--- config.mk ---
export PLATFORM = sky130hd
export DESIGN_NAME = qdec_pos_counter
export DESIGN_NICKNAME = d
export VERILOG_FILES = /design/src/rtl/qdec_pkg.sv /design/src/rtl/qdec_rst_sync.sv /design/src/rtl/qdec_sync.sv /design/src/rtl/qdec_decode.sv /design/src/rtl/qdec_index.sv /design/src/rtl/qdec_position.sv /design/src/rtl/qdec_pos_counter.sv
export SDC_FILE = /design/constraint.sdc
export NUM_CORES = 1
export LEC_CHECK = 0
export ABC_AREA = 1
export BUFFER_PORTS_ARGS = -buffer_cell sky130_fd_sc_hd__buf_2
export CAP_MARGIN = 20
export CORE_UTILIZATION = 40
export DETAILED_ROUTE_END_ITERATION = 16
export PLACE_DENSITY_LB_ADDON = 0.3
export SYNTH_ARGS = -nofsm -noshare
export SYNTH_HDL_FRONTEND = slang
export SYNTH_SLANG_ARGS = --single-unit
--- constraint.sdc ---
create_clock -name clk -period 1.3 [get_ports clk]
set_clock_uncertainty 0.05 [all_clocks]
set_input_delay 0.26 -clock clk [delete_from_list [all_inputs] [get_ports clk]]
set_output_delay 0.26 -clock clk [all_outputs]
set_load 0.02 [all_outputs]
--- src/rtl/qdec_pkg.sv ---
package qdec_pkg;

  // Index edge selection codes
  localparam int unsigned IDX_RISE = 0;
  localparam int unsigned IDX_FALL = 1;
  localparam int unsigned IDX_BOTH = 2;

  // One decoded sample of the phase pair
  typedef struct packed {
    logic valid;  // exactly one phase moved
    logic up;     // direction of that move
    logic clash;  // both phases moved, not resolvable
  } qdec_step_t;

endpackage

--- src/rtl/qdec_rst_sync.sv ---
module qdec_rst_sync #(
  parameter int unsigned STAGES = 2
) (
  input  logic clk,
  input  logic rst_n,
  output logic rst_sync_n
);

  logic [STAGES-1:0] chain_q;
  logic [STAGES-1:0] chain_d;

  always_comb begin
    chain_d = {chain_q[STAGES-2:0], 1'b1};
  end

  always_ff @(posedge clk or negedge rst_n) begin
    if (!rst_n) begin
      chain_q <= '0;
    end else begin
      chain_q <= chain_d;
    end
  end

  assign rst_sync_n = chain_q[STAGES-1];

endmodule

--- src/rtl/qdec_sync.sv ---
module qdec_sync #(
  parameter int unsigned WIDTH  = 3,
  parameter int unsigned STAGES = 2
) (
  input  logic             clk,
  input  logic             rst_n,
  input  logic [WIDTH-1:0] d_i,
  output logic [WIDTH-1:0] q_o
);

  logic [WIDTH-1:0] stage_q [STAGES];

  for (genvar s = 0; s < STAGES; s++) begin : g_stage
    logic [WIDTH-1:0] stage_d;
    if (s == 0) begin : g_first
      always_comb stage_d = d_i;
    end else begin : g_rest
      always_comb stage_d = stage_q[s-1];
    end
    always_ff @(posedge clk or negedge rst_n) begin
      if (!rst_n) begin
        stage_q[s] <= '0;
      end else begin
        stage_q[s] <= stage_d;
      end
    end
  end

  assign q_o = stage_q[STAGES-1];

endmodule

--- src/rtl/qdec_decode.sv ---
module qdec_decode
  import qdec_pkg::*;
#(
  parameter int unsigned SYNC_STAGES = 2
) (
  input  logic       clk,
  input  logic       rst_n,
  input  logic       a_i,
  input  logic       b_i,
  output logic       primed_o,
  output qdec_step_t step_o
);

  // Samples become meaningful once the synchronizers and the previous
  // sample register all hold post-reset data.
  localparam int unsigned WARM_LAST = SYNC_STAGES + 1;
  localparam int unsigned WARM_W    = $clog2(WARM_LAST + 1);

  logic [WARM_W-1:0] warm_q, warm_d;
  logic              prev_a_q, prev_b_q;
  logic              chg_a, chg_b;

  always_comb begin
    warm_d = warm_q;
    if (warm_q != WARM_W'(WARM_LAST)) begin
      warm_d = warm_q + 1'b1;
    end
  end

  assign primed_o = (warm_q == WARM_W'(WARM_LAST));

  always_comb begin
    chg_a        = a_i ^ prev_a_q;
    chg_b        = b_i ^ prev_b_q;
    step_o.valid = primed_o & (chg_a ^ chg_b);
    step_o.clash = primed_o & chg_a & chg_b;
    // Forward order 00,10,11,01: new A differs from old B on each forward move
    step_o.up    = a_i ^ prev_b_q;
  end

  always_ff @(posedge clk or negedge rst_n) begin
    if (!rst_n) begin
      warm_q   <= '0;
      prev_a_q <= 1'b0;
      prev_b_q <= 1'b0;
    end else begin
      warm_q   <= warm_d;
      prev_a_q <= a_i;
      prev_b_q <= b_i;
    end
  end

endmodule

--- src/rtl/qdec_index.sv ---
module qdec_index
  import qdec_pkg::*;
#(
  parameter int unsigned IDX_EDGE = IDX_RISE
) (
  input  logic clk,
  input  logic rst_n,
  input  logic idx_i,
  input  logic primed_i,
  output logic irq_o
);

  logic prev_q;
  logic irq_q, irq_d;
  logic hit;

  if (IDX_EDGE == IDX_FALL) begin : g_fall
    assign hit = prev_q & ~idx_i;
  end else if (IDX_EDGE == IDX_BOTH) begin : g_both
    assign hit = prev_q ^ idx_i;
  end else begin : g_rise
    assign hit = ~prev_q & idx_i;
  end

  always_comb begin
    irq_d = primed_i & hit;
  end

  always_ff @(posedge clk or negedge rst_n) begin
    if (!rst_n) begin
      prev_q <= 1'b0;
      irq_q  <= 1'b0;
    end else begin
      prev_q <= idx_i;
      irq_q  <= irq_d;
    end
  end

  assign irq_o = irq_q;

endmodule

--- src/rtl/qdec_position.sv ---
module qdec_position
  import qdec_pkg::*;
#(
  parameter int unsigned POS_W = 16
) (
  input  logic             clk,
  input  logic             rst_n,
  input  qdec_step_t       step_i,
  input  logic             wr_en_i,
  input  logic [POS_W-1:0] wr_data_i,
  input  logic             err_clr_i,
  output logic [POS_W-1:0] pos_o,
  output logic             dir_o,
  output logic             err_o
);

  logic [POS_W-1:0] pos_q, pos_d;
  logic             dir_q, dir_d;
  logic             err_q, err_d;
  logic             pos_en;

  always_comb begin
    pos_en = wr_en_i | step_i.valid;
    pos_d  = pos_q;
    if (wr_en_i) begin
      pos_d = wr_data_i;
    end else if (step_i.valid) begin
      pos_d = step_i.up ? pos_q + 1'b1 : pos_q - 1'b1;
    end
  end

  always_comb begin
    dir_d = dir_q;
    if (step_i.valid) begin
      dir_d = step_i.up;
    end
  end

  always_comb begin
    err_d = err_q;
    if (step_i.clash) begin
      err_d = 1'b1;
    end else if (err_clr_i) begin
      err_d = 1'b0;
    end
  end

  always_ff @(posedge clk or negedge rst_n) begin
    if (!rst_n) begin
      pos_q <= '0;
    end else if (pos_en) begin
      pos_q <= pos_d;
    end
  end

  always_ff @(posedge clk or negedge rst_n) begin
    if (!rst_n) begin
      dir_q <= 1'b0;
      err_q <= 1'b0;
    end else begin
      dir_q <= dir_d;
      err_q <= err_d;
    end
  end

  assign pos_o = pos_q;
  assign dir_o = dir_q;
  assign err_o = err_q;

endmodule

--- src/rtl/qdec_pos_counter.sv ---
module qdec_pos_counter
  import qdec_pkg::*;
#(
  parameter int unsigned POS_W       = 16,
  parameter int unsigned SYNC_STAGES = 2,
  parameter int unsigned IDX_EDGE    = IDX_RISE
) (
  input  logic             clk,
  input  logic             rst_n,
  input  logic             phase_a_i,
  input  logic             phase_b_i,
  input  logic             index_i,
  input  logic             wr_en_i,
  input  logic [POS_W-1:0] wr_data_i,
  input  logic             err_clr_i,
  output logic [POS_W-1:0] pos_o,
  output logic             dir_o,
  output logic             err_o,
  output logic             idx_irq_o
);

  localparam int unsigned N_IN = 3;

  logic            rst_int_n;
  logic [N_IN-1:0] raw_in;
  logic [N_IN-1:0] syn_in;
  logic            primed;
  qdec_step_t      step;

  qdec_rst_sync #(.STAGES(2)) u_rst (
    .clk        (clk),
    .rst_n      (rst_n),
    .rst_sync_n (rst_int_n)
  );

  assign raw_in = {index_i, phase_b_i, phase_a_i};

  qdec_sync #(.WIDTH(N_IN), .STAGES(SYNC_STAGES)) u_sync (
    .clk   (clk),
    .rst_n (rst_int_n),
    .d_i   (raw_in),
    .q_o   (syn_in)
  );

  qdec_decode #(.SYNC_STAGES(SYNC_STAGES)) u_dec (
    .clk      (clk),
    .rst_n    (rst_int_n),
    .a_i      (syn_in[0]),
    .b_i      (syn_in[1]),
    .primed_o (primed),
    .step_o   (step)
  );

  qdec_index #(.IDX_EDGE(IDX_EDGE)) u_idx (
    .clk      (clk),
    .rst_n    (rst_int_n),
    .idx_i    (syn_in[2]),
    .primed_i (primed),
    .irq_o    (idx_irq_o)
  );

  qdec_position #(.POS_W(POS_W)) u_pos (
    .clk       (clk),
    .rst_n     (rst_int_n),
    .step_i    (step),
    .wr_en_i   (wr_en_i),
    .wr_data_i (wr_data_i),
    .err_clr_i (err_clr_i),
    .pos_o     (pos_o),
    .dir_o     (dir_o),
    .err_o     (err_o)
  );

endmodule

==> results of run 1 <==
==> repair_timing <==
action / in CTS / in global routing
hold buffers: 1 / 0
resized for setup: 32 / 85
setup buffers: 5 / 10
hold endpoints to repair: 2 / 0
gates cloned: 0 / 1
endpoints found under the setup margin: 22 / 24
pin swaps: 8 / 34
==> worst max-delay path, stage by stage (launching register included) <==
cell and delay, ns:
dfrtp_2 0.49, inv_4 0.10, nand2_4 0.08, nand2_8 0.13, nand2_1 0.12, nand2_4 0.09
inv_2 0.05, nor2_2 0.15, nand2_1 0.11, nor2_1 0.13, nand2_1 0.08, nand2_1 0.08
nand2_1 0.06, nand3_1 0.07, nand2_1 0.05
==> placed cells by master, fill, tap and decap left out, types with 3 or more instances in the layout <==
cell type	n
nor2_2	7
inv_4	3
buf_4	58
dfrtp_1	29
nand2_4	14
inv_1	39
xor2_2	3
inv_2	8
buf_2	35
clkbuf_8	5
a41oi_2	3
nand3_2	7
nand2_2	24
nor2_1	8
o21bai_1	4
a21oi_2	3
a41oi_1	5
nand3_1	19
o21ai_0	11
xor2_1	6
nand2_1	86
buf_6	19
nor2_4	5
dfrtp_2	3
==> power groups by stage <==
stage                     clock, mW  sequential [mW]  combinational (mW)
final                         0.841             1.27                2.43
after detailed placement          0             1.26                1.84
after floorplan                   0             1.40               0.903
after global placement            0             1.26                1.81
after global routing          0.878             1.29                2.62
after CTS                     0.843             1.25                1.98
==> layout make-up <==
cell class | count | area, sq um | area share (%)
repair buffers | 115 | 875 | 24.9
clock buffers | 5 | 68.8 | 1.96
multi-input cells | 226 | 1460 | 41.5
clock inverters | 3 | 23.8 | 0.677
inverters | 50 | 195 | 5.56
flip-flops and latches | 32 | 805 | 22.9
well taps | 70 | 87.6 | 2.49
==> flip-flops by register name (all words and copies together) (netlist names) <==
name / cells
u_pos.err_o: 1
u_idx.prev_q: 1
u_sync.g_stage.stage_d: 3
u_pos.dir_o: 1
u_pos.pos_o: 16
u_dec.prev_a_q: 1
u_dec.warm_q: 2
u_dec.prev_b_q: 1
u_idx.irq_o: 1
u_rst.chain_q: 2
u_sync.q_o: 3
==> final timing paths <==
kind | from | end | slack, ns | cells past startpoint
worst max register to register | u_sync.q_o[0] | u_pos.pos_o[14] | -0.65 | 14
min in group asynchronous | u_rst.chain_q[1] | u_sync.g_stage[1].stage_d[1] | 0.05 | 0
worst min register to register | u_rst.chain_q[1] | u_sync.g_stage[1].stage_d[1] | 0.05 | 0
worst min-delay path | index_i | u_sync.g_stage[1].stage_d[2] | 0.02 | 1
max in group asynchronous | u_rst.chain_q[1] | u_pos.pos_o[1] | 0.74 | 1
worst max-delay path | u_sync.q_o[0] | u_pos.pos_o[14] | -0.65 | 14
==> through the flow <==
| stage | power [mW] | setup TNS [ns] |
|---|---|---|
| global route | 4.78 | -10.42 |
| detailed placement | 3.10 | -9.22 |
| finish | 4.54 | -9.00 |
| global placement | 3.07 | -7.62 |
| floorplan | 2.30 | -4.62 |
| CTS | 4.07 | -8.23 |
==> kinds of logic (layout without fill, tap and decap cells) <==
family,count (synthesis),in the layout,synth area share [%]
buf+inv,56,173,10.7
compound gates,37,37,12.0
flops,32,32,37.1
other cells,1,1,0.174
simple gates,176,176,34.9
xor+xnor,10,10,4.05
fa+ha+maj,2,2,1.16
==> per-layer routing <==
metal  wire (um)  global-route usage [%]  up-vias
met2        3670                    40.8       87
met5           0                       0        -
met1        3140                    30.1     1212
met3         357                    4.10       14
met4         150                    5.76        0
li1            -                       -     1220
==> metrics.yaml, run 1 <==
yosys:
  yosysTopAreaCellShare_pct: 37.1
  synth_cells: 314
  synthTopCellsByCount: "nand2_1 (114), inv_1 (49), dfrtp_1 (32), nand3_1 (28)"
  async_reset_ff_share_pct: 100
  syn_area_sq_mm: 0.00216
  yosysTopAreaCell: "dfrtp_1"
  ys_seq_area_share_pct: 37.1
  synth_area_leaders: "dfrtp_1 (37%), nand2_1 (20%), inv_1 (8.5%), nand3_1 (6.5%), xor2_1 (3.6%)"
  syn-num-nets: 339
  synth_ff_type: "dfrtp_1"
  syn_avg_cell_area_sq_um: 6.88
  synth_edf_count: 0
  yosys_warnings: 0
  ys_seq_elements: 32
  post-synth-top-count-cell: "nand2_1"
  synth.distinct_cells: 30
global_routing:
  gr-total-overflow: 0
  first_global_vias: 2155
  antenna_found_initial: 0
  grt_max_degree: 27
  grt.total_usage_pct: 23.4
  grt_first_pass_wirelength_um: 9890
clock_tree:
  clock_path_buffers: 2
  cts_root_buf: "clkbuf_8"
  htree_levels: 2
  cts_tree: "yes"
  path_clk_slew_ns: 0.09
  insertion_delay_ns: 0.30
  clock_sinks: 32
  cts_made_buffers: 5
worst_setup_path:
  crit_arrival_ns: 2.10
  critPathRequiredTime_ns: 1.45
  crit_type: "reg2reg"
  worst-path-max-fanout: 14
  endpoint_kind: "flip-flop"
  start_kind: "flip-flop"
timing:
  min_period_ns: 1.95
  fin_ws_ns: -0.650
  hold_slack_ns: 0.0225
  grt_setup_unrepaired: "yes"
  clock.fmax_ghz: 0.513
  timing.final.crit_share_pct: 150
  setup_viol: 19
  hold_violations: 0
  drv_slew: 0
placed_design:
  portBuffers: 41
  placed_area_sq_mm: 0.00294
  place_inst: 482
  hpwl_um: 4490
  gp_congestion: 0.950
  preCtsSetupSlack_ns: -0.658
finish:
  antenna_cells: 0
  drive_gt1_share_pct: 49.0
  design_area_sq_mm: 0.00351
  layout.cells.non_filler: 501
  fill_cells: 417
  syn_to_final_growth_pct: 62.6
  nets: 455
  post-route-util_pct: 68.4
route:
  drt_iter0_drc: 206
  wl_um: 7310
  dr.pass1.iters: 4
  ant_nets: 0
  viasPerCell: 5.06
  vias: 2533
  drc: 0
  wl_per_cell_um: 14.6
floorplan:
  fp.coreArea_sq_mm: 0.00514
  die_w_um: 75.5
  chipHeight_um: 75.5
  initial_core_util_pct: 42.0
  pin_count: 42
  row_count: 26
  fp.dieArea_sq_mm: 0.00570
power:
  p_int_mw: 2.60
  combinationalPowerShare_pct: 53.5
  switching_share_pct: 42.6
  power_density_mw_per_mm2: 1290
  share_clk_of_total_power_pct: 18.5
  p_leak_nw: 1.86
  peakVddDrop_uv: 628
  p_seq_share_pct: 28.0
  p_switching_mw: 1.93
min_path:
  hp-class: "in2reg"
flow_run:
  drv_cap: 0
status:
  violations: "negative setup slack"
  status: "finished, violations left"
Note: power is estimated with default switching activity, not from simulation.
==> run 2, diff against run 1 <==
--- a/config.mk
+++ b/config.mk
@@ -11,6 +11,7 @@
 export CORE_UTILIZATION = 40
 export DETAILED_ROUTE_END_ITERATION = 16
 export PLACE_DENSITY_LB_ADDON = 0.3
+export RECOVER_POWER = 100
 export SYNTH_ARGS = -nofsm -noshare
 export SYNTH_HDL_FRONTEND = slang
 export SYNTH_SLANG_ARGS = --single-unit
==> run 2 against run 1 <==
  * The run still ends with negative setup slack left
  * Routed wire length up 0.23%
  * Power is 0.23% lower
  * First-iteration DRC count increased by 0.49%
  * Non-clock buffer count is the same
  * Sequential power barely moved
  * Clock power fell by 0.5%
  * Clock-buffer cell count unchanged
  * Global-route usage unchanged
  * Sequential share of layout area increased by 0.11 points
  * Hold slack got worse by 0.0038 ns
  * Critical endpoint unchanged
  * Largest cell class unchanged
==> metrics.yaml, run 2 (synthesis gave the netlist of run 1 again) <==
timing:
  timing.final.crit_share_pct: 150
  fin_ws_ns: -0.655
  min_period_ns: 1.96
  slew_headroom_pct: 52.6
  drv_slew: 0
  fin_tns_setup_ns: -9.03
  hold_violations: 0
  worstMarginPinSlew_ns: 0.711
  grt_setup_unrepaired: "yes"
  setup_viol: 19
  hold_slack_ns: 0.0186
  clock.fmax_ghz: 0.511
global_routing:
  grt_first_pass_wirelength_um: 9890
  antenna_found_initial: 0
  grt.total_usage_pct: 23.4
  first_global_vias: 2155
  gr-total-overflow: 0
  grt_max_degree: 27
worst_setup_path:
  critPathLaunch: "u_dec.prev_b_q"
  endpoint_kind: "flip-flop"
  crit_top_cell: "nand2_1"
  crit_family: "simple AND/OR/NAND/NOR gates"
  crit_arrival_ns: 2.10
  slowest_delay_ns: 0.48
  r2r-start: "u_dec.prev_b_q"
  path_buf_inv: 3
  cp_cell_sequence: "inv_4, nand2_4, nand2_4, buf_12, nand2_4, nand2_4, inv_2, nor2_2, nand2_1, nor2_1, nand2_1, nand2_1, nand2_1, nand3_1, nand2_1"
  r2r_cells: 15
  crit_type: "reg2reg"
  r2r-end: "u_pos.pos_o[14]"
  regToRegSetupSlack_ns: -0.66
  critPathCapture: "u_pos.pos_o[14]"
  start_kind: "flip-flop"
  slowest_stage: "dfrtp_2"
  critPathRequiredTime_ns: 1.45
  worst-path-max-fanout: 8
  crit_cells: 15
floorplan:
  fp.coreArea_sq_mm: 0.00514
  row_count: 26
  chipHeight_um: 75.5
  fp.dieArea_sq_mm: 0.00570
  die_w_um: 75.5
  pin_count: 42
  initial_core_util_pct: 42.0
route:
  dr.pass1.iters: 4
  vias: 2535
  viasPerCell: 5.06
  ant_nets: 0
  routed.top_layer: "met4"
  met1Wirelength_um: 3070
  dr_wl_met2_um: 3660
  drc: 0
  wl_um: 7330
  wl_per_cell_um: 14.6
  drt_iter0_drc: 207
  met3_length_um: 434
status:
  status: "finished, violations left"
  violations: "negative setup slack"
clock_tree:
  clock_sinks: 32
  path_clk_slew_ns: 0.09
  htree_levels: 2
  cts_root_buf: "clkbuf_8"
  insertion_delay_ns: 0.30
  cts_made_buffers: 5
  clock_path_buffers: 2
  cts_tree: "yes"
finish:
  syn_to_final_growth_pct: 61.8
  nets: 455
  drive_gt1_share_pct: 48.7
  antenna_cells: 0
  post-route-util_pct: 68.0
  mostFrequentLayoutCells: "nand2_1 (86), buf_4 (58), inv_1 (39), buf_2 (34), dfrtp_1 (29)"
  layout_commonest_cell: "nand2_1"
  largest_reg_flops: 16
power:
  power_density_mw_per_mm2: 1290
  p_total_mw: 4.53
  p_leak_nw: 1.85
  p_seq_share_pct: 28.0
  p_switching_mw: 1.93
  share_clk_of_total_power_pct: 18.5
  peakVddDrop_uv: 625
  p_int_mw: 2.60
  switching_share_pct: 42.6
  combinationalPowerShare_pct: 53.5
placed_design:
  gp_congestion: 0.950
  portBuffers: 41
  hpwl_um: 4490
min_path:
  hp-class: "reg2async"
flow_run:
  drv_cap: 0
-- run 2: changes by cell type in the layout (fill, tap and decap cells not counted), sizes merged --
cell,change
buf,-2
clkbuf,+2
-- run 2: worst min-delay path by stage --
stage	to	slack (ns)	start	cells after the start
after floorplan	u_rst.chain_q[0]	-0.09	rst_n	0
after global placement	u_rst.chain_q[0]	-0.003	rst_n	1
after detailed placement	u_rst.chain_q[0]	-0.002	rst_n	1
after CTS	u_sync.g_stage[1].stage_d[2]	0.01	index_i	1
after global routing	u_sync.g_stage[1].stage_d[2]	0.01	index_i	1
final	u_sync.g_stage[1].stage_d[1]	0.02	u_rst.chain_q[1]	0
-- run 2: power by group through the flow --
stage | clock network, mW | registers (mW) | logic, mW
after floorplan | 0 | 1.40 | 0.903
after global placement | 0 | 1.26 | 1.81
after detailed placement | 0 | 1.26 | 1.84
after CTS | 0.843 | 1.25 | 1.98
after global routing | 0.878 | 1.29 | 2.61
final | 0.837 | 1.27 | 2.42
-- run 2: cell type report --
class,count,area [sq um]
clock buffer,5,68.8
clock inverter,3,23.8
tap,70,87.6
multi-input combinational,226,1460
timing repair buffer,115,858
sequential,32,805
fill,418,1640
inverter,50,195
-- run 2: stage by stage --
step                std cells  setup WS, ns  cell area [sq um]
floorplan                 314        -0.347               2190
global placement          482        -0.548               2940
detailed placement        482        -0.658               2940
CTS                       495        -0.523               3180
global route              501        -0.802               3500
finish                    501        -0.655               3500
-- run 2: repair_timing --
action | 4_1_cts | 5_1_grt
gates cloned | 0 | 1
setup buffers | 5 | 10
pin swaps | 8 | 34
hold buffers | 1 | 0
resized for setup | 32 | 85
setup endpoints to repair | 22 | 24
endpoints found under the hold margin | 2 | 0
-- run 2: worst reg2reg max path, stage by stage (launching register included) --
cell     delay (ns)
dfrtp_2        0.48
inv_4          0.10
nand2_4        0.08
nand2_4        0.10
buf_12         0.13
nand2_4        0.05
nand2_4        0.08
inv_2          0.05
nor2_2         0.15
nand2_1        0.11
nor2_1         0.14
nand2_1        0.08
nand2_1        0.08
nand2_1        0.06
nand3_1        0.07
nand2_1        0.05
-- run 2: layer usage --
layer / track usage (%) / vias to the layer above
met4: 5.76 / 0
met2: 40.8 / 109
met5: 0 / -
met3: 4.10 / 16
met1: 30.1 / 1191
li1: - / 1219
==> run 3, diff against run 2 <==
--- a/config.mk
+++ b/config.mk
@@ -12,6 +12,7 @@
 export DETAILED_ROUTE_END_ITERATION = 16
 export PLACE_DENSITY_LB_ADDON = 0.3
 export RECOVER_POWER = 100
+export SKIP_LAST_GASP = 1
 export SYNTH_ARGS = -nofsm -noshare
 export SYNTH_HDL_FRONTEND = slang
 export SYNTH_SLANG_ARGS = --single-unit
==> run 3 against run 2 <==
  * Combinational power hardly changed
  * Hold slack worse by 0.0018 ns
  * Non-clock buffer count stayed put
  * Via count is 0.43% higher
  * Maximum frequency hardly changed
  * Register-to-register slack hardly changed
  * Clock power is 0.7% higher
  * Sequential cell count stayed put
  * The flow still finishes with violations (negative setup slack)
  * Sequential share of layout area is 0.058 points higher
==> metrics.yaml, run 3 (synthesis gave the netlist of run 1 again) <==
status:
  status: "finished, violations left"
  violations: "negative setup slack"
flow_run:
  drv_cap: 0
clock_tree:
  cts_root_buf: "clkbuf_8"
  insertion_delay_ns: 0.30
  clock_sinks: 32
  cts_tree: "yes"
  path_clk_slew_ns: 0.08
  htree_levels: 2
  cts_made_buffers: 5
  clock_path_buffers: 2
floorplan:
  initial_core_util_pct: 42.0
  row_count: 26
  pin_count: 42
  chipHeight_um: 75.5
  fp.coreArea_sq_mm: 0.00514
  die_w_um: 75.5
  fp.dieArea_sq_mm: 0.00570
finish:
  mostFrequentLayoutCells: "nand2_1 (86), buf_4 (59), inv_1 (39), buf_2 (34), dfrtp_1 (29)"
  antenna_cells: 0
  drive_gt1_share_pct: 48.5
  nets: 455
  syn_to_final_growth_pct: 61.4
  largest_reg_flops: 16
  layout_commonest_cell: "nand2_1"
timing:
  fin_ws_ns: -0.655
  worstMarginPinSlew_ns: 0.709
  hold_violations: 0
  min_period_ns: 1.95
  drv_slew: 0
  setup_viol: 19
  grt_setup_unrepaired: "yes"
  timing.final.crit_share_pct: 150
  clock.fmax_ghz: 0.512
  fin_tns_setup_ns: -8.91
  slew_headroom_pct: 52.7
  hold_slack_ns: 0.0169
worst_setup_path:
  slowest_delay_ns: 0.49
  crit_type: "reg2reg"
  start_kind: "flip-flop"
  crit_top_cell: "nand2_1"
  worst-path-max-fanout: 8
  critPathRequiredTime_ns: 1.45
  cp_cell_sequence: "inv_4, nand2_4, nand2_4, buf_12, nand2_4, nand2_4, inv_2, nor2_2, nand2_1, nor2_1, nand2_1, nand2_1, nand2_1, nand3_1, nand2_1"
  crit_arrival_ns: 2.10
  slowest_stage: "dfrtp_2"
  endpoint_kind: "flip-flop"
min_path:
  hp-class: "reg2async"
placed_design:
  portBuffers: 41
  hpwl_um: 4490
  gp_congestion: 0.950
global_routing:
  grt_first_pass_wirelength_um: 9890
  first_global_vias: 2158
  grt.total_usage_pct: 23.4
  antenna_found_initial: 0
  gr-total-overflow: 0
  grt_max_degree: 27
route:
  drt_iter0_drc: 186
  ant_nets: 0
  drc: 0
  dr.pass1.iters: 5
  wl_um: 7180
  vias: 2546
  wl_per_cell_um: 14.3
  viasPerCell: 5.08
power:
  power_density_mw_per_mm2: 1290
  p_total_mw: 4.52
  peakVddDrop_uv: 625
  p_leak_nw: 1.85
==> run 3: metrics by stage <==
step	utilization, %	setup WS, ns	instance area (sq um)	std cells
2_1_floorplan	-	-0.347	2190	314
3_3_place_gp	57.1	-0.548	2940	482
3_5_place_dp	57.1	-0.658	2940	482
4_1_cts	61.7	-0.523	3170	495
5_1_grt	67.9	-0.808	3490	501
6_report	67.9	-0.655	3490	501
==> run 3: layer usage <==
layer  part of all wire [%]  up-vias  GRT usage (%)
met1                     42     1235           30.1
met5                      0        -              0
met3                    4.2       15           4.10
met4                    1.7        0           5.76
li1                       -     1221              -
met2                     52       75           40.9
==> run 3: worst max-delay path, delay by kind of cell, from the launching register on <==
family / cells / cell delay (ns)
DFF: 1 / 0.49
buffers and inverters: 3 / 0.29
and+or+nand+nor: 12 / 1.04
==> run 3: final timing paths <==
check | from | to | slack (ns) | cells after the start
max | u_sync.q_o[0] | u_pos.pos_o[14] | -0.65 | 15
min | u_rst.chain_q[1] | u_sync.g_stage[1].stage_d[1] | 0.02 | 0
max reg2reg | u_sync.q_o[0] | u_pos.pos_o[14] | -0.65 | 15
min reg2reg | u_rst.chain_q[1] | u_sync.g_stage[1].stage_d[1] | 0.02 | 0
max in group asynchronous | u_rst.chain_q[1] | u_dec.prev_b_q | 0.24 | 1
min in group clk | index_i | u_sync.g_stage[1].stage_d[2] | 0.02 | 1
==> run 3: final cells by class <==
| cell class | instances | area (sq um) |
|---|---|---|
| flip-flops and latches | 32 | 805 |
| clock inverters | 3 | 23.8 |
| clock buffers | 5 | 68.8 |
| inverters | 50 | 195 |
| well taps | 70 | 87.6 |
| repair buffers | 115 | 855 |
| fillers | 422 | 1650 |
| multi-input cells | 226 | 1450 |
==> run 3: power breakdown <==
group	internal (mW)	switching [mW]	total, mW
Combinational	1.08	1.32	2.40
Sequential	1.13	0.140	1.27
Clock	0.380	0.463	0.843
Total	2.59	1.92	4.52
==> run 3: repair_timing <==
item / 4_1_cts / 5_1_grt
gates resized for setup: 30 / 83
endpoints found under the setup margin: 22 / 24
buffers inserted: 5 / 10
pin swaps: 8 / 33
hold buffers: 1 / 0
hold endpoints to repair: 2 / 0
cloned: 0 / 1
